## config.mk

```make
export PLATFORM = sky130hd
export DESIGN_NAME = serial_tx_hs
export DESIGN_NICKNAME = d
export VERILOG_FILES = /design/src/rtl/serial_tx_hs_pkg.sv /design/src/rtl/serial_tx_arm.sv /design/src/rtl/serial_tx_baud.sv /design/src/rtl/serial_tx_shift.sv /design/src/rtl/serial_tx_hs.sv
export SDC_FILE = /design/constraint.sdc
export NUM_CORES = 1
export LEC_CHECK = 0
export BUFFER_PORTS_ARGS = -buffer_cell sky130_fd_sc_hd__buf_2
export CORE_MARGIN = 3
export CORE_UTILIZATION = 45
export DETAILED_ROUTE_END_ITERATION = 6
export HOLD_SLACK_MARGIN = 0.1
export SLEW_MARGIN = 20
export SYNTH_ARGS = -nofsm -noshare
export SYNTH_HDL_FRONTEND = slang
export SYNTH_HIERARCHICAL = 1
export SYNTH_SLANG_ARGS = --single-unit
```

## constraint.sdc

```tcl
create_clock -name clk -period 5.65 [get_ports clk]
set_clock_uncertainty 0.1 [all_clocks]
set_input_delay 1.4125 -clock clk [delete_from_list [all_inputs] [get_ports clk]]
set_output_delay 1.4125 -clock clk [all_outputs]
set_load 0.03 [all_outputs]
```

## src/rtl/serial_tx_hs_pkg.sv

```systemverilog
package serial_tx_hs_pkg;

    typedef enum logic [1:0] {
        PH_START  = 2'd0,
        PH_DATA   = 2'd1,
        PH_PARITY = 2'd2,
        PH_STOP   = 2'd3
    } tx_phase_t;

    typedef struct packed {
        logic par_en;
        logic par_odd;
        logic two_stop;
    } frame_cfg_t;

    // parity bit that brings the ones count to the requested polarity
    function automatic logic calc_parity(input logic [63:0] word, input int unsigned width,
                                         input logic odd);
        logic acc;
        acc = 1'b0;
        for (int i = 0; i < 64; i++) begin
            if (i < int'(width)) acc = acc ^ word[i];
        end
        return acc ^ odd;
    endfunction

endpackage

```

## src/rtl/serial_tx_arm.sv

```systemverilog
module serial_tx_arm (
    input  logic clk,
    input  logic rst,
    input  logic send_lvl,
    input  logic busy,
    output logic start
);
    logic armed_q;

    assign start = send_lvl && armed_q && !busy;

    always_ff @(posedge clk) begin
        if (rst) begin
            armed_q <= 1'b0;
        end else if (start) begin
            armed_q <= 1'b0;
        end else if (!send_lvl) begin
            armed_q <= 1'b1;
        end
    end
endmodule

```

## src/rtl/serial_tx_baud.sv

```systemverilog
module serial_tx_baud #(
    parameter int DIV_W = 16
) (
    input  logic             clk,
    input  logic             rst,
    input  logic             load,
    input  logic             run,
    input  logic [DIV_W-1:0] bit_div,
    output logic             tick
);
    logic [DIV_W-1:0] period_q;
    logic [DIV_W-1:0] cnt_q;
    logic [DIV_W-1:0] period_eff;

    assign period_eff = (bit_div == '0) ? DIV_W'(1) : bit_div;
    assign tick       = run && (cnt_q == '0);

    always_ff @(posedge clk) begin
        if (rst) begin
            period_q <= DIV_W'(1);
            cnt_q    <= '0;
        end else if (load) begin
            period_q <= period_eff;
            cnt_q    <= period_eff - DIV_W'(1);
        end else if (run) begin
            if (cnt_q == '0) cnt_q <= period_q - DIV_W'(1);
            else             cnt_q <= cnt_q - DIV_W'(1);
        end
    end
endmodule

```

## src/rtl/serial_tx_shift.sv

```systemverilog
module serial_tx_shift
    import serial_tx_hs_pkg::*;
#(
    parameter int DATA_W = 8
) (
    input  logic              clk,
    input  logic              rst,
    input  logic              load,
    input  logic              tick,
    input  logic [DATA_W-1:0] word,
    input  frame_cfg_t        cfg,
    output logic              busy,
    output logic              line_out
);
    localparam int IDX_W = (DATA_W > 1) ? $clog2(DATA_W) : 1;

    tx_phase_t         phase_q;
    frame_cfg_t        cfg_q;
    logic [DATA_W-1:0] shreg_q;
    logic [IDX_W-1:0]  idx_q;
    logic              par_q;
    logic              stop_idx_q;
    logic              busy_q;
    logic              line_q;

    assign busy     = busy_q;
    assign line_out = line_q;

    always_ff @(posedge clk) begin
        if (rst) begin
            phase_q    <= PH_START;
            cfg_q      <= '0;
            shreg_q    <= '0;
            idx_q      <= '0;
            par_q      <= 1'b0;
            stop_idx_q <= 1'b0;
            busy_q     <= 1'b0;
            line_q     <= 1'b1;
        end else if (load) begin
            phase_q    <= PH_START;
            cfg_q      <= cfg;
            shreg_q    <= word;
            idx_q      <= '0;
            par_q      <= calc_parity(64'(word), DATA_W, cfg.par_odd);
            stop_idx_q <= 1'b0;
            busy_q     <= 1'b1;
            line_q     <= 1'b0;
        end else if (busy_q && tick) begin
            unique case (phase_q)
                PH_START: begin
                    phase_q <= PH_DATA;
                    line_q  <= shreg_q[0];
                    shreg_q <= shreg_q >> 1;
                    idx_q   <= '0;
                end
                PH_DATA: begin
                    if (idx_q == IDX_W'(DATA_W - 1)) begin
                        if (cfg_q.par_en) begin
                            phase_q <= PH_PARITY;
                            line_q  <= par_q;
                        end else begin
                            phase_q    <= PH_STOP;
                            line_q     <= 1'b1;
                            stop_idx_q <= 1'b0;
                        end
                    end else begin
                        line_q  <= shreg_q[0];
                        shreg_q <= shreg_q >> 1;
                        idx_q   <= idx_q + IDX_W'(1);
                    end
                end
                PH_PARITY: begin
                    phase_q    <= PH_STOP;
                    line_q     <= 1'b1;
                    stop_idx_q <= 1'b0;
                end
                PH_STOP: begin
                    if (stop_idx_q == cfg_q.two_stop) begin
                        busy_q  <= 1'b0;
                        line_q  <= 1'b1;
                        phase_q <= PH_START;
                    end else begin
                        stop_idx_q <= 1'b1;
                    end
                end
                default: phase_q <= PH_START;
            endcase
        end
    end
endmodule

```

## src/rtl/serial_tx_hs.sv

```systemverilog
module serial_tx_hs
    import serial_tx_hs_pkg::*;
#(
    parameter int DATA_W = 8,
    parameter int DIV_W  = 16
) (
    input  logic              clk,
    input  logic              rst,
    input  logic              send_lvl,
    input  logic [DATA_W-1:0] tx_word,
    input  logic [DIV_W-1:0]  bit_div,
    input  logic              par_en,
    input  logic              par_odd,
    input  logic              two_stop,
    output logic              busy,
    output logic              line_out
);
    logic       start;
    logic       tick;
    frame_cfg_t cfg;

    assign cfg = '{par_en: par_en, par_odd: par_odd, two_stop: two_stop};

    serial_tx_arm u_arm (
        .clk      (clk),
        .rst      (rst),
        .send_lvl (send_lvl),
        .busy     (busy),
        .start    (start)
    );

    serial_tx_baud #(.DIV_W(DIV_W)) u_baud (
        .clk     (clk),
        .rst     (rst),
        .load    (start),
        .run     (busy),
        .bit_div (bit_div),
        .tick    (tick)
    );

    serial_tx_shift #(.DATA_W(DATA_W)) u_shift (
        .clk      (clk),
        .rst      (rst),
        .load     (start),
        .tick     (tick),
        .word     (tx_word),
        .cfg      (cfg),
        .busy     (busy),
        .line_out (line_out)
    );
endmodule

```

# Yosys cells after proc, flatten, opt, wreduce, memory -nomap -nowiden
# Index checks and enable logic that the tools add are counted.
dict set report classes {
  n_shift 0
  bitwise_logic 8
  multipliers 0
  n_reduce_logical 22
  eq_ne 12
  add_sub_neg 4
  div 0
  n_mux 44
  order_cmp 0
}
# cell count
set op_table {}
lappend op_table {{2-to-1 mux 16 bit} 4}
lappend op_table {{subtractor 16 x 1 -> 16 bit (second input constant)} 3}
lappend op_table {{logical NOT 16 bit} 2}
lappend op_table {{2-to-1 mux 1 bit} 29}
lappend op_table {{2-to-1 mux 8 bit} 3}
lappend op_table {{one-hot mux 8 bit (2 select lines)} 1}
lappend op_table {{AND reduction 3 bit} 4}
lappend op_table {{nonzero test 2 bit} 5}
lappend op_table {{one-hot mux 2 bit (4 select lines)} 1}
lappend op_table {{XOR 1 bit} 8}
lappend op_table {{inequality test 2 bit (second input constant)} 3}
lappend op_table {{one-hot mux 3 bit (2 select lines)} 1}
lappend op_table {{nonzero test 3 bit} 2}
lappend op_table {{AND reduction 5 bit} 1}
lappend op_table {{== test 2 bit (second input constant)} 2}
lappend op_table {{logical AND 1 bit} 4}
lappend op_table {{2-to-1 mux 2 bit} 2}
lappend op_table {{inequality test 2 x 1 -> 1 bit (second input constant)} 2}
lappend op_table {{one-hot mux 1 bit (4 select lines)} 1}
lappend op_table {{adder 3 x 1 -> 3 bit (second input constant)} 1}
lappend op_table {{== test 3 bit (second input constant)} 1}
lappend op_table {{2-to-1 mux 3 bit} 1}
lappend op_table {{inequality test 3 x 2 -> 1 bit (second input constant)} 1}
lappend op_table {{inequality test 3 bit (second input constant)} 1}
lappend op_table {{7 further kinds} 7}
dict set report totals {
  regBits 52
  latch_bits 0
  mem_count 0
  elab_cells 102
  rom_bits 0
  mem_bits_rw 0
}

# Depth between registers and ports, before layout
# Gate-level depths: netlist of the first run.
dict set report depth {
  ltp_word 26
  depth_mapped 12
  ltp_nobuf 11
}

# Modules after synthesis
# The synthesis of the first run kept the hierarchy.
# module n_inst area_each_um2 cells_each
set by_module_without_submodules {}
lappend by_module_without_submodules {serial_tx_baud 1 1813.0 237}
lappend by_module_without_submodules {serial_tx_shift 1 1024.7 108}
lappend by_module_without_submodules {serial_tx_arm 1 40.0 5}

# Least setup slack after synthesis of the first run
# No wires, ideal clock.
dict set report synth_timing {
  path_kind {in2reg}
  from {input port send_lvl}
  to {register u_baud.cnt_q[12]}
  setup_ps 86
  n_path_buf 1
  arrival_ps 4067
  required_ps 5464
  path_stages 12
  setup_slack_ps 1397
  path_cell_list {nand2_1 nor2_1 buf_2 clkinv_1 nor3_1 or2_2 ha_1 nand3_1 or3_4 or3b_2 xnor2_1 a211oi_1}
}
dict set report synth_via {
  elab_chain_len 3
}
# element line_no
set synth_lines {}
lappend synth_lines {{from (decl)} serial_tx_hs.sv:9} ;# input logic send_lvl,
lappend synth_lines {{logical AND 1 bit * (2 in a row)} serial_tx_arm.sv:10} ;# assign start = send_lvl && armed_q && !busy;
lappend synth_lines {{net start} serial_tx_hs.sv:18} ;# logic start;
lappend synth_lines {{2-to-1 mux 16 bit / nonzero test 2 bit (equally long branches)} n/a}
lappend synth_lines {{to (signal assigned)} serial_tx_baud.sv:24} ;# cnt_q <= period_eff - DIV_W'(1);
lappend synth_lines {{to (signal assigned)} serial_tx_baud.sv:26} ;# if (cnt_q == '0) cnt_q <= period_q - DIV_W'(1);
lappend synth_lines {{to (signal assigned)} serial_tx_baud.sv:27} ;# else cnt_q <= cnt_q - DIV_W'(1);
lappend synth_lines {{to (decl)} serial_tx_baud.sv:12} ;# logic [DIV_W-1:0] cnt_q;
# Mark *: on every way through the listed nets, which the timed path passes. The rest lies on a longest branch.
# A chain may end at the register's enable or synchronous reset.

# Worst setup path after layout of the first run
# Same ends and word-level chain as after synthesis.

==> impl_metrics.toml, run 1 <==
[outcome]
outcome = "complete, no violations"

[synth]
syn_area_mm2 = 0.00288
yosysSeqAreaShare_pct = 36.2
ys_types = 49
ys_warn_count = 6
synth_largest_area_cell = "dfxtp_1"
avgSynthCellArea_um2 = 8.22
synthFlopType = "dfxtp_1"
synth_nets = 387
synth_seq_cells = 52
synth_cells = 350
synth_edf_count = 0
synthTopCellsByArea = "dfxtp_1 36%, a211oi_1 6.5%, nor2_1 6.3%, mux2i_1 5.6%, a21oi_1 5.0%"
synth_top_cell_area_share_pct = 36.2
async_flop_share_pct = 0

[worst_setup_path]
crit_type = "input pin to register"
r2r_end = "u_baud/cnt_q[12]$_SDFFE_PP0P_"
r2r_slack_ps = 2330
crit_arrival_ps = 4230
cp_max_fo = 21
reg2reg_depth = 10
required_ps = 5770
r2r_start = "u_baud/cnt_q[2]$_SDFFE_PP0P_"
cp-end-kind = "register"
startpoint = "send_lvl"
startpoint_type = "input pin"

[power_and_ir_drop]
pwr_density_cell_mw_per_mm2 = 269
vdd_drop_max_uv = 151
finalPower_mw = 0.843
power_leakage_nw = 1.18

[global_route]
antenna_found_initial = 0
grt_max_degree = 49
track_usage_pct = 19.2
grt_overflow = 0
grt_pass1_wl_um = 11500
grt_pass1_vias = 2347

[floorplanning]
initial_core_util_pct = 47.5
fp-row-count = 28
io_pins = 32
die_h_um = 86.0
dieArea_mm2 = 0.00739
core-area_mm2 = 0.00606
fp.dieW_um = 86.0

[cts]
clk_latency_ps = 310
hold_buffers = 0
ctsResizeCount = 0
cts.sinks = 52
post_cts_buffers = 0
cts_tree = "built"
cts-root-buf = "clkbuf_8"
cts_max_level = 2
max-clock-path-buffers = 2
cts_buffers = 5
clk_pin_slew_ps = 100

[placed_design]
dpl.hpwl_um = 4730
placed_cell_area_mm2 = 0.00306
place.gp.congestion = 0.837
pre_cts_ws_ps = 1230
io_buffers = 31

[timing]
setup_viol = 0
finalCritPeriodShare_pct = 72.7
finalHoldViolCount = 0
max_slew_margin_pct = 38.2
finalWorstSetupSlack_ps = 1540
setup_tns_ps = 0
maxSlewViolCount = 0
worstMarginPinSlew_ps = 926
clock.fmax_mhz = 243
hold-worst-slack_ps = 374
grt_setup_unrepaired = "false"
min_period_ps = 4110

[drt]
met2_length_um = 2880
firstDrtPassIters = 4
vias = 2546
drt-met1-wl_um = 3600
drt-initial-drc-count = 168
antenna_left = 0
avgRoutedWirePerCell_um = 15.2
drt_wl_total_um = 6790
met3WireLength_um = 258
drc = 0
vias_per_cell = 5.70
routed.top_layer = "met4"

[job]
maxCapViolations = 0

[finish]
num-fill-cells = 620
num_antenna_cells = 0
area_delta_synth_final_pct = 9.00
nNetsFinal = 409
final_area_mm2 = 0.00314
drive_above_1_share_pct = 14.5

[worst_hold_path]
hp-class = "register to register"
min_path_cells = 2
worstHoldStart = "u_baud/period_q[14]$_SDFFE_PP0P_"
min_to = "u_baud/period_q[14]$_SDFFE_PP0P_"
## routing by layer
layer | global-route usage (%) | up-vias
met3 | 3.75 | 4
met1 | 29.0 | 1194
li1 | - | 1308
met4 | 4.75 | 0
met5 | 0 | -
met2 | 27.9 | 40
## per-stage QoR
step           utilization (%)  instances
2_1_floorplan                -        350
3_3_place_gp              50.5        440
3_5_place_dp              50.5        440
4_1_cts                   51.8        447
5_1_grt                   51.8        447
6_report                  51.8        447
## placed cells by master (no fill, tap or decap), types with 3 or more instances in the layout
master	netlist	layout
nand2b_1	5	5
clkbuf_8	0	5
ha_1	7	7
nor3_1	13	13
dfxtp_1	52	52
nor2_1	48	47
o221ai_1	4	4
or2_2	4	4
o21bai_1	3	3
a211oi_1	25	25
xor2_1	7	7
buf_2	5	31
nor4_1	9	9
mux2i_1	16	16
o21ai_0	18	18
a21oi_1	29	29
xnor2_1	11	11
a22oi_1	3	3
inv_1	9	9
and4_1	3	3
nand2_1	34	34
## how the worst max path moves through the flow
| stage | endpoint | slack [ps] |
|---|---|---|
| finish | u_baud/cnt_q[12]$_SDFFE_PP0P_ | 1540 |
| CTS | u_baud/cnt_q[12]$_SDFFE_PP0P_ | 1560 |
| global route | u_baud/cnt_q[12]$_SDFFE_PP0P_ | 1280 |
| detailed placement | u_baud/cnt_q[12]$_SDFFE_PP0P_ | 1230 |
| global placement | u_baud/cnt_q[12]$_SDFFE_PP0P_ | 1320 |
| floorplan | u_baud/cnt_q[12]$_SDFFE_PP0P_ | 1400 |
## cells by family (layout without fill, tap and decap cells)
| family | count (synthesis) | count (layout) | share of synthesized area (%) |
|---|---|---|---|
| DFF | 52 | 52 | 36.2 |
| buffers and inverters | 29 | 51 | 4.57 |
| muxes | 16 | 16 | 5.57 |
| xor gates and xnor gates | 19 | 19 | 6.26 |
| and+or+nand+nor | 127 | 127 | 20.7 |
| AOI/OAI and AO/OA | 100 | 100 | 23.7 |
| adders and majority gates | 7 | 7 | 3.04 |
## registers in the layout (all words and copies together), names as in the netlist, 2 cells and up
signal	cells
u_baud/period_q	16
u_shift/cfg_q	2
u_shift/idx_q	3
u_baud/cnt_q	16
u_shift/shreg_q	8
u_shift/phase_q	2
## power by group
group	switching (mW)	internal, mW	total [mW]
combinational	0.138	0.0942	0.233
clock	0.117	0.0846	0.201
sequential	0.0199	0.389	0.409
total	0.275	0.568	0.843
## worst max-delay path: stages
cell and delay, ps:
buf_2 110, nand2_1 80, nor2_4 390, clkinv_1 160, nor3_1 360, or2_2 200
ha_1 180, nand3_1 120, or3_4 370, or3b_2 480, xnor2_1 140, a211oi_1 210
## Yosys cell counts, drive strengths merged, types with 3 or more instances
library cell and count:
a211oi 27, a21oi 30, a22oi 3, and4 3
buf 8, clkbuf 10, dfxtp 52, ha 7
inv 9, mux2i 16, nand2 34, nand2b 5
nor2 48, nor3 13, nor4 10, o21ai 20
o21bai 3, o221ai 5, or2 4, xnor2 11
xor2 7
## cell type report
cell class	count	area, um2	share of cell area (%)
Inverter	11	41.3	1.32
Clock buffer	6	72.6	2.31
Sequential cell	52	1040	33.2
Multi-Input combinational cell	269	1710	54.6
Tap cell	75	93.8	2.99
Timing Repair Buffer	33	170	5.42
Clock inverter	1	5.00	0.160
No activity file was read; power rests on OpenSTA's default activity.
==> inputs of run 2 (changes only) <==
==> constraint.sdc (replaced) <==
create_clock -name clk -period 4.2 [get_ports clk]
set_clock_uncertainty 0.1 [all_clocks]
set_input_delay 1.05 -clock clk [delete_from_list [all_inputs] [get_ports clk]]
set_output_delay 1.05 -clock clk [all_outputs]
set_load 0.03 [all_outputs]
==> impl_metrics.toml, run 2 (synthesis results as in run 1) <==
[worst_setup_path]
cp_max_fo = 16
cp-end-kind = "register"
crit_arrival_ps = 3540
required_ps = 4320
r2r_start = "u_shift/busy$_SDFFE_PP0P_"
startpoint = "send_lvl"
startpoint_type = "input pin"
crit_type = "input pin to register"
reg2reg_depth = 10

[drt]
avgRoutedWirePerCell_um = 15.0
antenna_left = 0
drc = 0
firstDrtPassIters = 4
drt_wl_total_um = 6770
vias_per_cell = 5.72
drt-initial-drc-count = 121
vias = 2581

[global_route]
antenna_found_initial = 0
met3_usage_pct = 3.27
grt_use_met1_pct = 28.4
grt_max_degree = 33
grt_overflow = 0
grt_pass1_wl_um = 11600
grt_util_met2_pct = 29.4
grt_pass1_vias = 2412
grt-busiest-layer = "met2"
track_usage_pct = 19.4

[finish]
layout_common_cells = "52 x dfxtp_1, 47 x nor2_1, 34 x nand2_1"
final_common_cell = "dfxtp_1"
layout.cells.non_filler = 451
area_delta_synth_final_pct = 10.3
final_area_mm2 = 0.00318
nNetsFinal = 412
num_antenna_cells = 0
num-fill-cells = 601
top_regs = "u_baud/cnt_q x16, u_baud/period_q x16, u_shift/shreg_q x8"
fin_util_pct = 52.4
drive_above_1_share_pct = 15.4

[placed_design]
place.gp.congestion = 0.827
dpl.cell_count = 443
placed_cell_area_mm2 = 0.00308
io_buffers = 31
dpl.hpwl_um = 4930

[cts]
ctsResizeCount = 0
cts_tree = "built"
cts.sinks = 52
cts_max_level = 2
cts_buffers = 5
clk_latency_ps = 310
max-clock-path-buffers = 2
clk_pin_slew_ps = 80
post_cts_buffers = 0
hold_buffers = 0
cts-root-buf = "clkbuf_8"

[timing]
finalHoldViolCount = 0
clock.fmax_mhz = 292
setup_viol = 0
worstMarginPinSlew_ps = 614
min_period_ps = 3430
max_slew_margin_pct = 59.0
finalCritPeriodShare_pct = 81.6
grt_setup_unrepaired = "false"
hold-worst-slack_ps = 371
maxSlewViolCount = 0
setup_tns_ps = 0

[job]
maxCapViolations = 0

[power_and_ir_drop]
pwr_density_cell_mw_per_mm2 = 367
power_leakage_nw = 1.20
vdd_drop_max_uv = 176

[floorplanning]
fp.dieW_um = 86.0
initial_core_util_pct = 47.5
dieArea_mm2 = 0.00739
core-area_mm2 = 0.00606
fp-row-count = 28
io_pins = 32
die_h_um = 86.0

[worst_hold_path]
worstHoldStart = "u_baud/period_q[12]$_SDFFE_PP0P_"
hp-class = "register to register"
min_path_cells = 2

[outcome]
outcome = "complete, no violations"
-- run 2: changes by cell type in the layout (fill, tap and decap cells not counted) --
cell        delta
clkinv_2       -1
clkbuf_8       +1
clkinvlp_4     +1
buf_4          +3
-- run 2: path summary, 6_finish.rpt --
check | endpoint | slack [ps]
worst max-delay path | u_baud/cnt_q[12]$_SDFFE_PP0P_ | 770
worst min-delay path | u_baud/period_q[12]$_SDFFE_PP0P_ | 370
worst max register to register | u_baud/cnt_q[12]$_SDFFE_PP0P_ | 1180
worst min register to register | u_baud/period_q[12]$_SDFFE_PP0P_ | 370
-- run 2: through the flow --
step / worst slack [ps] / total power [mW]
4_1_cts: 783 / 1.17
3_5_place_dp: 472 / 0.875
2_1_floorplan: 310 / 0.791
5_1_grt: 545 / 1.24
3_3_place_gp: 543 / 0.871
6_report: 774 / 1.17
-- run 2: cell type report --
class                      count  area [um2]  share of cell area (%)
clock buffer                   7        86.3                    2.72
clock inverter                 1        7.51                   0.236
inverter                      11        41.3                    1.30
multi-input combinational    269        1710                    53.9
sequential                    52        1040                    32.8
tap                           75        93.8                    2.96
timing repair buffer          36         193                    6.07
-- run 2: metal layers --
metal	wire length, um	part of all wire, %	vias to the layer above
li1	-	-	1321
met1	3530	52	1218
met2	2950	43	37
met3	238	3.5	5
met4	57	0.84	0
met5	0	0	-
-- run 2: critical path, stage by stage --
cell and delay, ps:
buf_2 110, nand2_1 100, nor2_4 60, buf_4 210, a211oi_1 320, or2_2 190, ha_1 180, nand3_1 120
or3_4 370, or3b_2 490, xnor2_1 140, a211oi_1 210
-- run 2: report_power, final --
group	internal [mW]	total, mW	switching [mW]
Combinational	0.131	0.318	0.187
Clock	0.134	0.299	0.165
Sequential	0.523	0.550	0.0267
==> inputs of run 3 (changes only) <==
==> constraint.sdc (replaced) <==
create_clock -name clk -period 3.35 [get_ports clk]
set_clock_uncertainty 0.1 [all_clocks]
set_input_delay 0.8375 -clock clk [delete_from_list [all_inputs] [get_ports clk]]
set_output_delay 0.8375 -clock clk [all_outputs]
set_load 0.03 [all_outputs]
==> impl_metrics.toml, run 3 (synthesis results as in run 1) <==
[cts]
cts_tree = "built"
cts.sinks = 52
hold_buffers = 0
cts_max_level = 2
cts_buffers = 5
clk_pin_slew_ps = 100
cts-root-buf = "clkbuf_8"
post_cts_buffers = 0
clk_latency_ps = 300
ctsResizeCount = 0
max-clock-path-buffers = 2

[timing]
worstMarginPinSlew_ps = 683
setup_viol = 0
max_slew_margin_pct = 54.4
min_period_ps = 3000
maxSlewViolCount = 0
finalHoldViolCount = 0
finalCritPeriodShare_pct = 89.4
hold-worst-slack_ps = 374
grt_setup_unrepaired = "false"
setup_tns_ps = 0
finalWorstSetupSlack_ps = 354
clock.fmax_mhz = 334

[floorplanning]
core-area_mm2 = 0.00606
die_h_um = 86.0
dieArea_mm2 = 0.00739
fp.dieW_um = 86.0
fp-row-count = 28
initial_core_util_pct = 47.5
io_pins = 32

[worst_setup_path]
required_ps = 3460
r2r_slack_ps = 530
slowest_delay_ps = 480
startpoint_type = "input pin"
crit_type = "input pin to register"
r2r_start = "u_baud/cnt_q[2]$_SDFFE_PP0P_"
worstPathCellList = "buf_2, nor4_1, buf_4, and4_1, nor3_2, or2_2, ha_1, nand3_1, or3_4, or3b_2, xnor2_1, a211oi_1"
cp-end-kind = "register"
r2r_end = "u_baud/cnt_q[12]$_SDFFE_PP0P_"
cp_max_fo = 3
critPathSlowestCell = "or3b_2"
crit_arrival_ps = 3110
reg2reg_depth = 10

[finish]
layout_common_cells = "52 x dfxtp_1, 47 x nor2_1, 34 x nand2_1"
final_common_cell = "dfxtp_1"
nNetsFinal = 423
num_antenna_cells = 0
top_regs = "u_baud/cnt_q x16, u_baud/period_q x16, u_shift/shreg_q x8"
area_delta_synth_final_pct = 13.3
drive_above_1_share_pct = 18.9
num-fill-cells = 593

[global_route]
grt_max_degree = 38
grt_pass1_vias = 2384
grt_overflow = 0
track_usage_pct = 19.9
grt_pass1_wl_um = 11900
antenna_found_initial = 0

[job]
maxCapViolations = 0

[power_and_ir_drop]
vdd_drop_max_uv = 196
clockPowerShare_pct = 23.7
intPower_mw = 0.992
swShare_pct = 32.9
power_leakage_nw = 1.25
pwr-share-comb_pct = 29.6
power.switching_mw = 0.486
seqPwrFrac_pct = 46.8
pwr_density_cell_mw_per_mm2 = 453

[drt]
drt_wl_total_um = 7000
drc = 0
firstDrtPassIters = 6
vias_per_cell = 5.58
avgRoutedWirePerCell_um = 15.2
drt-initial-drc-count = 125
antenna_left = 0
vias = 2572

[worst_hold_path]
min_to = "u_arm/armed_q$_SDFFE_PP0N_"
worstHoldStart = "u_arm/armed_q$_SDFFE_PP0N_"
hp-class = "register to register"
min_path_cells = 2

[placed_design]
io_buffers = 31
dpl.hpwl_um = 5070
place.gp.congestion = 0.843
pre_cts_ws_ps = 32.3

[outcome]
outcome = "complete, no violations"
[run 3: cell types whose count changed in the layout (fill, tap and decap cells not counted), moves of 2 or more]
cell and delta:
buf_4 +11, a211oi_1 -2, clkinv_2 +2, a211oi_2 +2
[run 3: worst max-delay path by stage]
stage                     startpoint                            end  slack (ps)  cells after the start
final                     bit_div[5]  u_baud/cnt_q[12]$_SDFFE_PP0P_         350                     12
after CTS                 bit_div[5]  u_baud/cnt_q[12]$_SDFFE_PP0P_         350                     12
after floorplan             send_lvl  u_baud/cnt_q[12]$_SDFFE_PP0P_          30                     12
after global placement      send_lvl  u_baud/cnt_q[13]$_SDFFE_PP0P_          70                     11
after detailed placement  bit_div[5]  u_baud/cnt_q[12]$_SDFFE_PP0P_          30                     12
after global routing        send_lvl  u_baud/cnt_q[13]$_SDFFE_PP0P_         180                     11
[run 3: power by group through the flow]
| stage | Clock (mW) | Sequential (mW) | Combinational, mW |
|---|---|---|---|
| 2_1_floorplan | 0 | 0.696 | 0.301 |
| 3_3_place_gp | 0 | 0.704 | 0.428 |
| 3_5_place_dp | 0 | 0.704 | 0.432 |
| 4_1_cts | 0.363 | 0.690 | 0.435 |
| 5_1_grt | 0.389 | 0.696 | 0.483 |
| 6_report | 0.350 | 0.691 | 0.437 |
[run 3: cell type report]
| class | instances | area (um2) | share of cell area, % |
|---|---|---|---|
| well taps | 75 | 93.8 | 2.88 |
| clock buffers | 5 | 68.8 | 2.11 |
| flip-flops and latches | 52 | 1040 | 31.9 |
| multi-input cells | 269 | 1730 | 53.0 |
| clock inverters | 2 | 12.5 | 0.384 |
| inverters | 11 | 42.5 | 1.30 |
| repair buffers | 47 | 275 | 8.44 |
[run 3: worst max-delay path: cells and delay by family]
family / cells / cell delay (ps)
XOR/XNOR: 1 / 130
buffers and inverters: 2 / 230
adder cells (fa/ha/maj): 1 / 160
AND/OR/NAND/NOR: 7 / 1530
AO/OA/AOI/OAI: 1 / 230
[run 3: stage by stage]
step                instances  power (mW)  cell area (um2)  utilization [%]
floorplan                 350       0.997             2910                -
global placement          454        1.13             3180             52.5
CTS                       461        1.49             3260             53.8
finish                    461        1.48             3260             53.8
global route              461        1.57             3260             53.8
detailed placement        454        1.14             3180             52.5
[run 3: routing by layer]
metal  share of wire, %  global-route usage, %  up-vias
li1                   -                      -     1332
met1                 54                   30.7     1194
met2                 42                   28.5       42
met3                3.5                   3.65        4
met4               0.63                   4.32        0
met5                  0                      0        -
